--- src/rtl/rpd_pkg.sv ---
package rpd_pkg;
   typedef enum logic [2:0] {
      ST_IDLE,
      ST_PRESET,
      ST_GAP,
      ST_ARM,
      ST_CAPTURE,
      ST_FINISH
   } rpd_state_e;
endpackage

--- src/rtl/rpd_rail_map.sv ---
module rpd_rail_map #(
   parameter int unsigned NUM_RAILS = 10,
   parameter int unsigned ADDR_W    = 4,
   parameter logic [NUM_RAILS*ADDR_W-1:0] ADDR_MAP = '0,
   parameter logic [NUM_RAILS-1:0]        CELL_MAP = '0
) (
   input  logic [ADDR_W-1:0]    addr,
   output logic [NUM_RAILS-1:0] det_mask,
   output logic [NUM_RAILS-1:0] dis_mask,
   output logic                 mapped
);
   logic [NUM_RAILS-1:0] hit;

   // each entry owns bit i of both masks; sharing an address merges bits
   for (genvar i = 0; i < NUM_RAILS; i++) begin : g_entry
      assign hit[i]      = (ADDR_MAP[i*ADDR_W +: ADDR_W] == addr);
      assign dis_mask[i] = hit[i];
      if (CELL_MAP[i]) begin : g_cell
         assign det_mask[i] = hit[i];
      end else begin : g_nocell
         assign det_mask[i] = 1'b0;
      end
   end

   assign mapped = (|det_mask) | (|dis_mask);
endmodule

--- src/rtl/rpd_pad_mask.sv ---
module rpd_pad_mask #(
   parameter int unsigned NUM_RAILS = 10
) (
   input  logic                 clk,
   input  logic                 rst_n,
   input  logic [NUM_RAILS-1:0] set_bits,
   input  logic [NUM_RAILS-1:0] clr_bits,
   output logic [NUM_RAILS-1:0] mask_q
);
   always_ff @(posedge clk or negedge rst_n) begin
      if (!rst_n) mask_q <= '0;
      else        mask_q <= (mask_q & ~clr_bits) | set_bits;
   end
endmodule

--- src/rtl/rpd_sequencer.sv ---
module rpd_sequencer
   import rpd_pkg::*;
#(
   parameter int unsigned NUM_RAILS  = 10,
   parameter int unsigned PRESET_GAP = 4
) (
   input  logic                 clk,
   input  logic                 rst_n,
   input  logic                 evt_valid,
   input  logic                 evt_on,
   input  logic [NUM_RAILS-1:0] det_mask,
   input  logic [NUM_RAILS-1:0] dis_mask,
   input  logic                 mapped,
   input  logic                 init_req,
   input  logic [NUM_RAILS-1:0] init_off,
   input  logic                 stable_done,
   output logic [NUM_RAILS-1:0] det_en,
   output logic                 latch_ctl,
   output logic                 latch_preset,
   output logic                 busy,
   output logic [NUM_RAILS-1:0] pad_set,
   output logic [NUM_RAILS-1:0] pad_clr
);
   localparam int unsigned GW = (PRESET_GAP > 1) ? $clog2(PRESET_GAP) : 1;

   rpd_state_e           st;
   logic [GW-1:0]        gcnt;
   logic [NUM_RAILS-1:0] pend_dis;
   logic [NUM_RAILS-1:0] pend_off;
   logic                 off_evt;

   assign off_evt = (st == ST_IDLE) && !init_req && evt_valid && !evt_on && mapped;

   always_ff @(posedge clk or negedge rst_n) begin
      if (!rst_n) begin
         st           <= ST_IDLE;
         gcnt         <= '0;
         det_en       <= '0;
         latch_ctl    <= 1'b0;
         latch_preset <= 1'b0;
         pend_dis     <= '0;
         pend_off     <= '0;
      end else begin
         latch_preset <= 1'b0;
         unique case (st)
            ST_IDLE: begin
               if (init_req) begin
                  pend_dis  <= '0;
                  pend_off  <= init_off;
                  latch_ctl <= 1'b1;
                  st        <= ST_CAPTURE;
               end else if (evt_valid && evt_on && mapped) begin
                  pend_dis <= dis_mask;
                  pend_off <= '0;
                  if (|det_mask) begin
                     det_en <= det_mask;
                     st     <= ST_PRESET;
                  end else begin
                     st <= ST_ARM;
                  end
               end
            end
            ST_PRESET: begin
               latch_preset <= 1'b1;
               gcnt         <= GW'(PRESET_GAP - 1);
               st           <= ST_GAP;
            end
            ST_GAP: begin
               if (gcnt == '0) st <= ST_ARM;
               else            gcnt <= gcnt - 1'b1;
            end
            ST_ARM: begin
               if (stable_done) begin
                  latch_ctl <= 1'b1;
                  st        <= ST_CAPTURE;
               end
            end
            ST_CAPTURE: begin
               latch_ctl <= 1'b0;
               st        <= ST_FINISH;
            end
            ST_FINISH: begin
               det_en   <= '0;
               pend_dis <= '0;
               pend_off <= '0;
               st       <= ST_IDLE;
            end
            default: st <= ST_IDLE;
         endcase
      end
   end

   assign busy    = (st != ST_IDLE);
   assign pad_clr = (st == ST_FINISH) ? pend_dis : '0;
   assign pad_set = (st == ST_FINISH) ? pend_off : (off_evt ? dis_mask : '0);
endmodule

--- src/rtl/io_rail_pwrdet_ctrl.sv ---
module io_rail_pwrdet_ctrl #(
   parameter int unsigned NUM_RAILS  = 10,
   parameter int unsigned ADDR_W     = 4,
   parameter int unsigned PRESET_GAP = 4,
   parameter logic [NUM_RAILS*ADDR_W-1:0] ADDR_MAP = 40'h98764_43211,
   parameter logic [NUM_RAILS-1:0]        CELL_MAP = 10'h1FF
) (
   input  logic                 clk,
   input  logic                 rst_n,
   input  logic                 evt_valid,
   input  logic                 evt_on,
   input  logic [ADDR_W-1:0]    evt_addr,
   input  logic                 init_req,
   input  logic [NUM_RAILS-1:0] init_off_mask,
   input  logic                 stable_done,
   output logic [NUM_RAILS-1:0] det_en,
   output logic                 latch_ctl,
   output logic                 latch_preset,
   output logic [NUM_RAILS-1:0] no_io_pwr,
   output logic                 busy
);
   if (NUM_RAILS < 1)  begin : g_bad_rails  $error("NUM_RAILS must be at least 1");  end
   if (ADDR_W < 1)     begin : g_bad_addr   $error("ADDR_W must be at least 1");     end
   if (PRESET_GAP < 1) begin : g_bad_gap    $error("PRESET_GAP must be at least 1"); end

   logic [NUM_RAILS-1:0] det_mask, dis_mask, pad_set, pad_clr;
   logic                 mapped;

   rpd_rail_map #(
      .NUM_RAILS(NUM_RAILS), .ADDR_W(ADDR_W),
      .ADDR_MAP(ADDR_MAP), .CELL_MAP(CELL_MAP)
   ) u_map (
      .addr(evt_addr), .det_mask(det_mask), .dis_mask(dis_mask), .mapped(mapped)
   );

   rpd_sequencer #(
      .NUM_RAILS(NUM_RAILS), .PRESET_GAP(PRESET_GAP)
   ) u_seq (
      .clk(clk), .rst_n(rst_n),
      .evt_valid(evt_valid), .evt_on(evt_on),
      .det_mask(det_mask), .dis_mask(dis_mask), .mapped(mapped),
      .init_req(init_req), .init_off(init_off_mask),
      .stable_done(stable_done),
      .det_en(det_en), .latch_ctl(latch_ctl), .latch_preset(latch_preset),
      .busy(busy), .pad_set(pad_set), .pad_clr(pad_clr)
   );

   rpd_pad_mask #(.NUM_RAILS(NUM_RAILS)) u_pad (
      .clk(clk), .rst_n(rst_n),
      .set_bits(pad_set), .clr_bits(pad_clr), .mask_q(no_io_pwr)
   );
endmodule

--- config.mk ---
export PLATFORM = sky130hd
export DESIGN_NAME = io_rail_pwrdet_ctrl
export DESIGN_NICKNAME = d
export VERILOG_FILES = /design/src/rtl/rpd_pkg.sv /design/src/rtl/rpd_rail_map.sv /design/src/rtl/rpd_pad_mask.sv /design/src/rtl/rpd_sequencer.sv /design/src/rtl/io_rail_pwrdet_ctrl.sv
export SDC_FILE = /design/constraint.sdc
export NUM_CORES = 1
export LEC_CHECK = 0
export CAP_MARGIN = 20
export CORE_MARGIN = 2
export CORE_UTILIZATION = 38
export CTS_CLUSTER_SIZE = 40
export DETAILED_ROUTE_END_ITERATION = 8
export HOLD_SLACK_MARGIN = 0.1
export PLACE_DENSITY_LB_ADDON = 0.08
export SLEW_MARGIN = 20
export SYNTH_ARGS = -nofsm -noshare
export SYNTH_HDL_FRONTEND = slang
export SYNTH_SLANG_ARGS = --single-unit
--- constraint.sdc ---
create_clock -name clk -period 1.7 [get_ports clk]
set_input_delay 0.34 -clock clk [delete_from_list [all_inputs] [get_ports clk]]
set_output_delay 0.34 -clock clk [all_outputs]
set_load 0.03 [all_outputs]
==> results.md, run 1 <==
- Worst path required time: 1360 ps
- Register area share after synthesis: about half
- Initial core utilization: roughly two fifths
- Final min period: around 1700 ps
- Worst min path class: input pin to asynchronous set/reset pin
- Crit path buf inv count: 1
- Pleak: ~1.5 nW
- Setup violators final: 0
- Share of cells above drive strength 1: between 20% and 30%
- CP startpoint kind: flip-flop
- Die H: 77.7 um
- Max Transition Viols Final: 0
- CP max stage cell: clkdlybuf4s50_1
- Layout Skew: approximately 8.1 ps
- Area growth syn-to-layout: 43.2%
- Cts hold-fix bufs: 0
- Core footprint: around 0.0052 mm^2
- Total wire length: just over 5000 um
- Pwr Total: around 0.0043 W
- Ys flop type: dfrtp_1
- Worst-Skew Late Latency: a little under 300 ps
- Global Route Usage Sum: 17.8%
- Antenna diodes: 0
- Mean routed wirelength per cell: 15.4 um
- Global-route wire length before repair: between 8000 and 9000 um
- Syn. warnings: 0
- CP endpoint kind: primary output
- Final critical-path share of the clock period: between 90% and 100%
- Die area: 0.00604 mm^2
- Yosys cell types: just under 50
- Cell Rows: 26
- Async SR Flop Fraction: 100%
- I/O Buffers: about 40
- Post-Synthesis Cell Area: about 0.0021 mm^2
- Post-Place Cells: between 300 and 400
- FMAX: around 0.60 GHz
- TritonCTS Sinks: 42
- Register bit total from synthesis: 42
- Number of enable flip-flop cells after synthesis: 0
- Vias in the first global route: 1823
- TritonCTS Buffers: 5
- Final Hold Fails: 0
- Max VDD drop: just over 700 uV
- CP Class: flip-flop to primary output
- Slew headroom: between 60 and 70%
- Worst r2r src: u_seq.st[2]
- WHS: approximately 110 ps
- Flop-to-flop setup slack: roughly 60 ps
- Total gr overflow: 0
- Fin cells: around 330
- Largest delay share family, worst path: buffers and inverters
- Max cap viols: 0
- CTS max path bufs: 2
- Placed inst area: roughly 0.0027 mm^2
- Crit path from: u_seq.det_en[6]
- Crit-path cells: clkdlybuf4s50_1
- Pwr Density: between 1000 and 1500 mW/mm^2
- Initial antenna violation count: 0
- H-tree depth: 2
- Outcome: finished clean
- IO Count: 43
- Synth Instances: roughly 190
- Delay of the slowest critical-path stage: approximately 670 ps
- Clock Pin Slew Worst Setup and Hold Paths: roughly 80 ps
- Clock root cell: clkbuf_8
- Via Count: between 1.5k and 2k
- CTS tree: built
- Iter 0 DRT Violations: 91
- Syn_nets: about 210
- Arrival time worst endpoint: 1320 ps
- DR pass1 iterations: 4
- Mean post-synth cell area: roughly 11 um^2
- Post-DRT Antenna Nets: 0
- Final Cell Area: between 0.002 and 0.003 mm^2
- Vias per std cell: around 5.2
- Crit path max fanout: 2
- Post-route DRC: 0
- Routability cong.: about 0.9
- Setup TNS: 0 ps
- Die X: between 70 and 80 um
- Largest net degree at the start of global routing: between 40 and 50
- Worst slew pin tran: between 500 and 600 ps
- Fin nets: between 200 and 300
- Hpwl dp: around 3700 um
## cell families (layout without fill, tap and decap cells)
group	count (synthesis)	after routing	share of synthesized area, %
AOI/OAI and AO/OA	66	66	26.1
adders and majority gates	1	1	0.606
buffers and inverters	18	91	5.64
DFF	42	42	50.9
other	1	1	0.182
and+or+nand+nor	58	58	16.5
## metal layers
metal | part of all wire [%] | track usage, %
met5 | 0 | 0
met4 | 1.3 | 5.00
met3 | 2.9 | 3.60
met2 | 52 | 30.8
met1 | 44 | 22.6
## synthesized netlist by cell type, types with 3 or more instances
library cell	instances	share of area, %
a221o_1	4	1.9
a22o_1	14	5.9
a211o_1	3	1.3
a22oi_1	6	2.2
o21ai_1	4	0.97
buf_4	6	2.2
buf_2	3	0.73
inv_1	6	1.1
nand2b_1	4	1.2
a21oi_1	5	1.2
a21o_1	8	2.9
o21ai_0	6	1.5
nor2_1	18	3.3
dfrtp_1	42	51
nand2_1	13	2.4
buf_6	3	1.6
## area by class of cell
class | count | area, um^2
Inverter | 6 | 22.5
Timing Repair Buffer | 78 | 732
Clock inverter | 1 | 30.0
Sequential cell | 42 | 1050
Tap cell | 70 | 87.6
Fill cell | 435 | 2220
Clock buffer | 6 | 82.6
Multi-Input combinational cell | 126 | 951
## registers in the layout, indices dropped and copies added, names as in the netlist
| register | cells |
|---|---|
| u_seq.gcnt | 2 |
| u_seq.st | 3 |
| u_seq.latch_preset | 1 |
| u_seq.pend_dis | 8 |
| u_pad.mask_q | 10 |
| u_seq.det_en | 7 |
| u_seq.latch_ctl | 1 |
| u_seq.pend_off | 10 |
## what timing repair did
action,4_1_cts,5_1_grt
pin swaps,0,4
buffers inserted,0,2
resized for setup,6,27
setup endpoints to repair,24,44
## cell usage in the layout (no fill, tap or decap), drive strengths merged, types with 9 or more instances in the layout
cell and count:
a21o 9, a22o 14, buf 39, clkdlybuf4s50 21
dfrtp 42, dlymetal6s2s 16, nand2 14, nor2 21
o21ai 11
## stage by stage
stage,utilization [%],setup WS [ps]
2_1_floorplan,-,183
3_3_place_gp,53.0,-301
3_5_place_dp,53.0,-366
4_1_cts,55.2,1.84
5_1_grt,57.2,-14.3
6_report,57.2,43.3
## report_power, final
part / internal, W / total (W) / switching [W]
logic: 0.000945 / 0.00196 / 0.00102
clock network: 0.000470 / 0.000800 / 0.000330
registers: 0.00131 / 0.00151 / 0.000206
total: 0.00272 / 0.00428 / 0.00155
## path summary, 6_finish.rpt
path	end	cells after the start
worst max-delay path	det_en[6]	1
worst min-delay path	u_seq.pend_dis[3]	2
worst max register to register	u_seq.pend_off[0]	6
worst min register to register	u_seq.pend_dis[5]	1
max in group asynchronous	u_pad.mask_q[4]	2
min in group clk	u_pad.mask_q[2]	3
Note: power is estimated with default switching activity, not from simulation.
==> run 2, diff against run 1 <==
CAP_MARGIN = default   (was 20)
==> results of run 2 <==
No change in the layout: final DEF, timing and power equal those of run 1.
==> run 3, diff against run 2 <==
CORE_MARGIN = 3   (was 2)
==> run 3 against run 2 <==
Cell count decreased by 0.30%. Fmax decreased by 0.83%. Global-route usage about the same. Register-to-register slack got worse by 30 ps. Largest cell class unchanged. Wire length about the same. Critical path type is now flip-flop to flip-flop. Clock skew decreased by 1.1 ps. Sequential cell count unchanged.
==> results.md, run 3 (synthesis results as in run 1) <==
- Outcome: finished clean
- Max Transition Viols Final: 0
- Max cap viols: 0
- Initial antenna violation count: 0
- Iter 0 DRT Violations: 83
- Total gr overflow: 0
- FMAX: between 0.5 and 0.6 GHz
- Placed inst area: 0.00271 mm^2
- Mean routed wirelength per cell: 15.5 um
- CP startpoint kind: flip-flop
- DR pass1 iterations: 4
- Antenna diodes: 0
- Worst path required time: 1890 ps
- Global Route Usage Sum: 17.9%
- Max VDD drop: ~800 uV
- Worst min path class: input pin to asynchronous set/reset pin
- Final Cell Area: 0.00288 mm^2
- CP endpoint kind: flip-flop
- Hpwl dp: between 3000 and 4000 um
- Cts hold-fix bufs: 0
- Die H: 79.7 um
- Psw: ~0.0015 W
- IO Count: 43
- Cell Rows: 26
- CP Class: flip-flop to flip-flop
- Final critical-path share of the clock period: between 90 and 100%
- Clock power share: 16.8%
- Total wire length: 5070 um
- Comb power frac: between 40 and 50%
- Initial core utilization: about two fifths
- I/O Buffers: approximately 40
- Die X: 79.7 um
- Vias in the first global route: 1796
- Final worst slack: between 20 and 30 ps
- Setup violators final: 0
- Commonest non-fill, non-tap cell in the layout: dfrtp_1
- Global-route wire length before repair: 8720 um
- Sw Share: between 30% and 40%
- Vias per std cell: 5.20
- P_int: around 0.0025 W
- Clock Pin Slew Worst Setup and Hold Paths: 90 ps
- Final Hold Fails: 0
- Sequential power share: between 30% and 40%
- Crit path max fanout: 15
- Die area: 0.00635 mm^2
- Pwr Total: about 0.004 W
- Core footprint: around 0.0052 mm^2
- Area growth syn-to-layout: 39.7%
- Pleak: roughly 1.5 nW
- Worst-Skew Late Latency: about 300 ps
- CTS tree: built
- RSZ-0062 raised after global routing: yes
- Slew headroom: a little under two thirds
- Largest net degree at the start of global routing: 43
- Commonest non-fill, non-tap cells in the layout: dfrtp_1 (42), buf_4 (33), nor2_1 (17), clkdlybuf4s50_1 (16), dlymetal6s2s_1 (16)
- TritonCTS Buffers: 5
- CTS max path bufs: 2
- WHS: ~100 ps
- Pre-CTS setup slack: -379 ps
- Final min period: 1670 ps
- Pwr Density: 1400 mW/mm^2
- Worst slew pin tran: between 500 and 600 ps
- Share of cells above drive strength 1: approximately a quarter
- Via Count: about 1.7k
- Routability cong.: between 0.8 and 0.9
- H-tree depth: 2
- Post-route DRC: 0
- Post-DRT Antenna Nets: 0
- Arrival time worst endpoint: about 1900 ps
- Setup TNS: 0 ps
- Layout Skew: 7.05 ps
- Fin nets: around 280
- Biggest regs: u_pad.mask_q x10, u_seq.pend_off x10, u_seq.pend_dis x8
- TritonCTS Sinks: 42
- Clock root cell: clkbuf_8
-- run 3: cell count changes in the layout (fill, tap and decap cells not counted), sizes merged --
cell           before  now
clkinvlp            0    1
bufinv              1    0
clkinv              0    1
buf                39   37
clkdlybuf4s50      21   16
dlygate4sd2         2    7
-- run 3: worst paths after layout --
| kind | slack (ps) | depth (start not counted) | start | to |
|---|---|---|---|---|
| max | 30 | 7 | u_seq.st[2] | u_seq.pend_off[5] |
| min | 100 | 2 | rst_n | u_seq.pend_off[3] |
| max reg2reg | 30 | 7 | u_seq.st[2] | u_seq.pend_off[5] |
| min reg2reg | 490 | 1 | u_seq.pend_dis[1] | u_seq.pend_dis[1] |
| max in group asynchronous | 1220 | 2 | rst_n | u_seq.det_en[8] |
| min in group clk | 490 | 1 | u_seq.pend_dis[1] | u_seq.pend_dis[1] |
-- run 3: critical path: stages (launching register included) --
cell and delay [ps]:
dfrtp_1 410, nor3_4 190, buf_4 140, a21bo_2 230
a31oi_4 190, nor2_4 60, buf_12 150, a22o_1 180
-- run 3: area by class of cell --
type                    instances  area, um^2
multi-input cells             126         917
clock inverters                 2        12.5
well taps                      70        87.6
fillers                       458        2290
inverters                       6        22.5
repair buffers                 76         711
flip-flops and latches         42        1050
clock buffers                   6        82.6
-- run 3: repair_timing --
| action | 4_1_cts | 5_1_grt |
|---|---|---|
| setup endpoints to repair | 32 | 31 |
| buffers inserted | 0 | 4 |
| resized for setup | 12 | 21 |
| hold endpoints to repair | 0 | 0 |
| pin swaps | 0 | 4 |
-- run 3: power groups by stage --
| stage | sequential [W] | clock (W) | combinational (W) |
|---|---|---|---|
| 3_3_place_gp | 0.00152 | 0 | 0.00183 |
| 4_1_cts | 0.00151 | 0.000703 | 0.00186 |
| 5_1_grt | 0.00154 | 0.000763 | 0.00203 |
| 6_report | 0.00150 | 0.000680 | 0.00186 |
| 3_5_place_dp | 0.00153 | 0 | 0.00187 |
| 2_1_floorplan | 0.00174 | 0 | 0.000916 |
-- run 3: per-layer routing --
metal  track usage [%]  part of all wire (%)  vias to the layer above
met5                 0                     0                        -
li1                  -                     -                      820
met1              21.5                    43                      837
met2              31.0                    51                       37
met4              6.19                   2.1                        0
met3              4.29                   4.0                       12
-- run 3: stage by stage --
stage	utilization, %	cells
finish	55.8	328
global route	55.8	328
CTS	54.3	324
detailed placement	52.4	316
global placement	52.4	316
floorplan	-	186
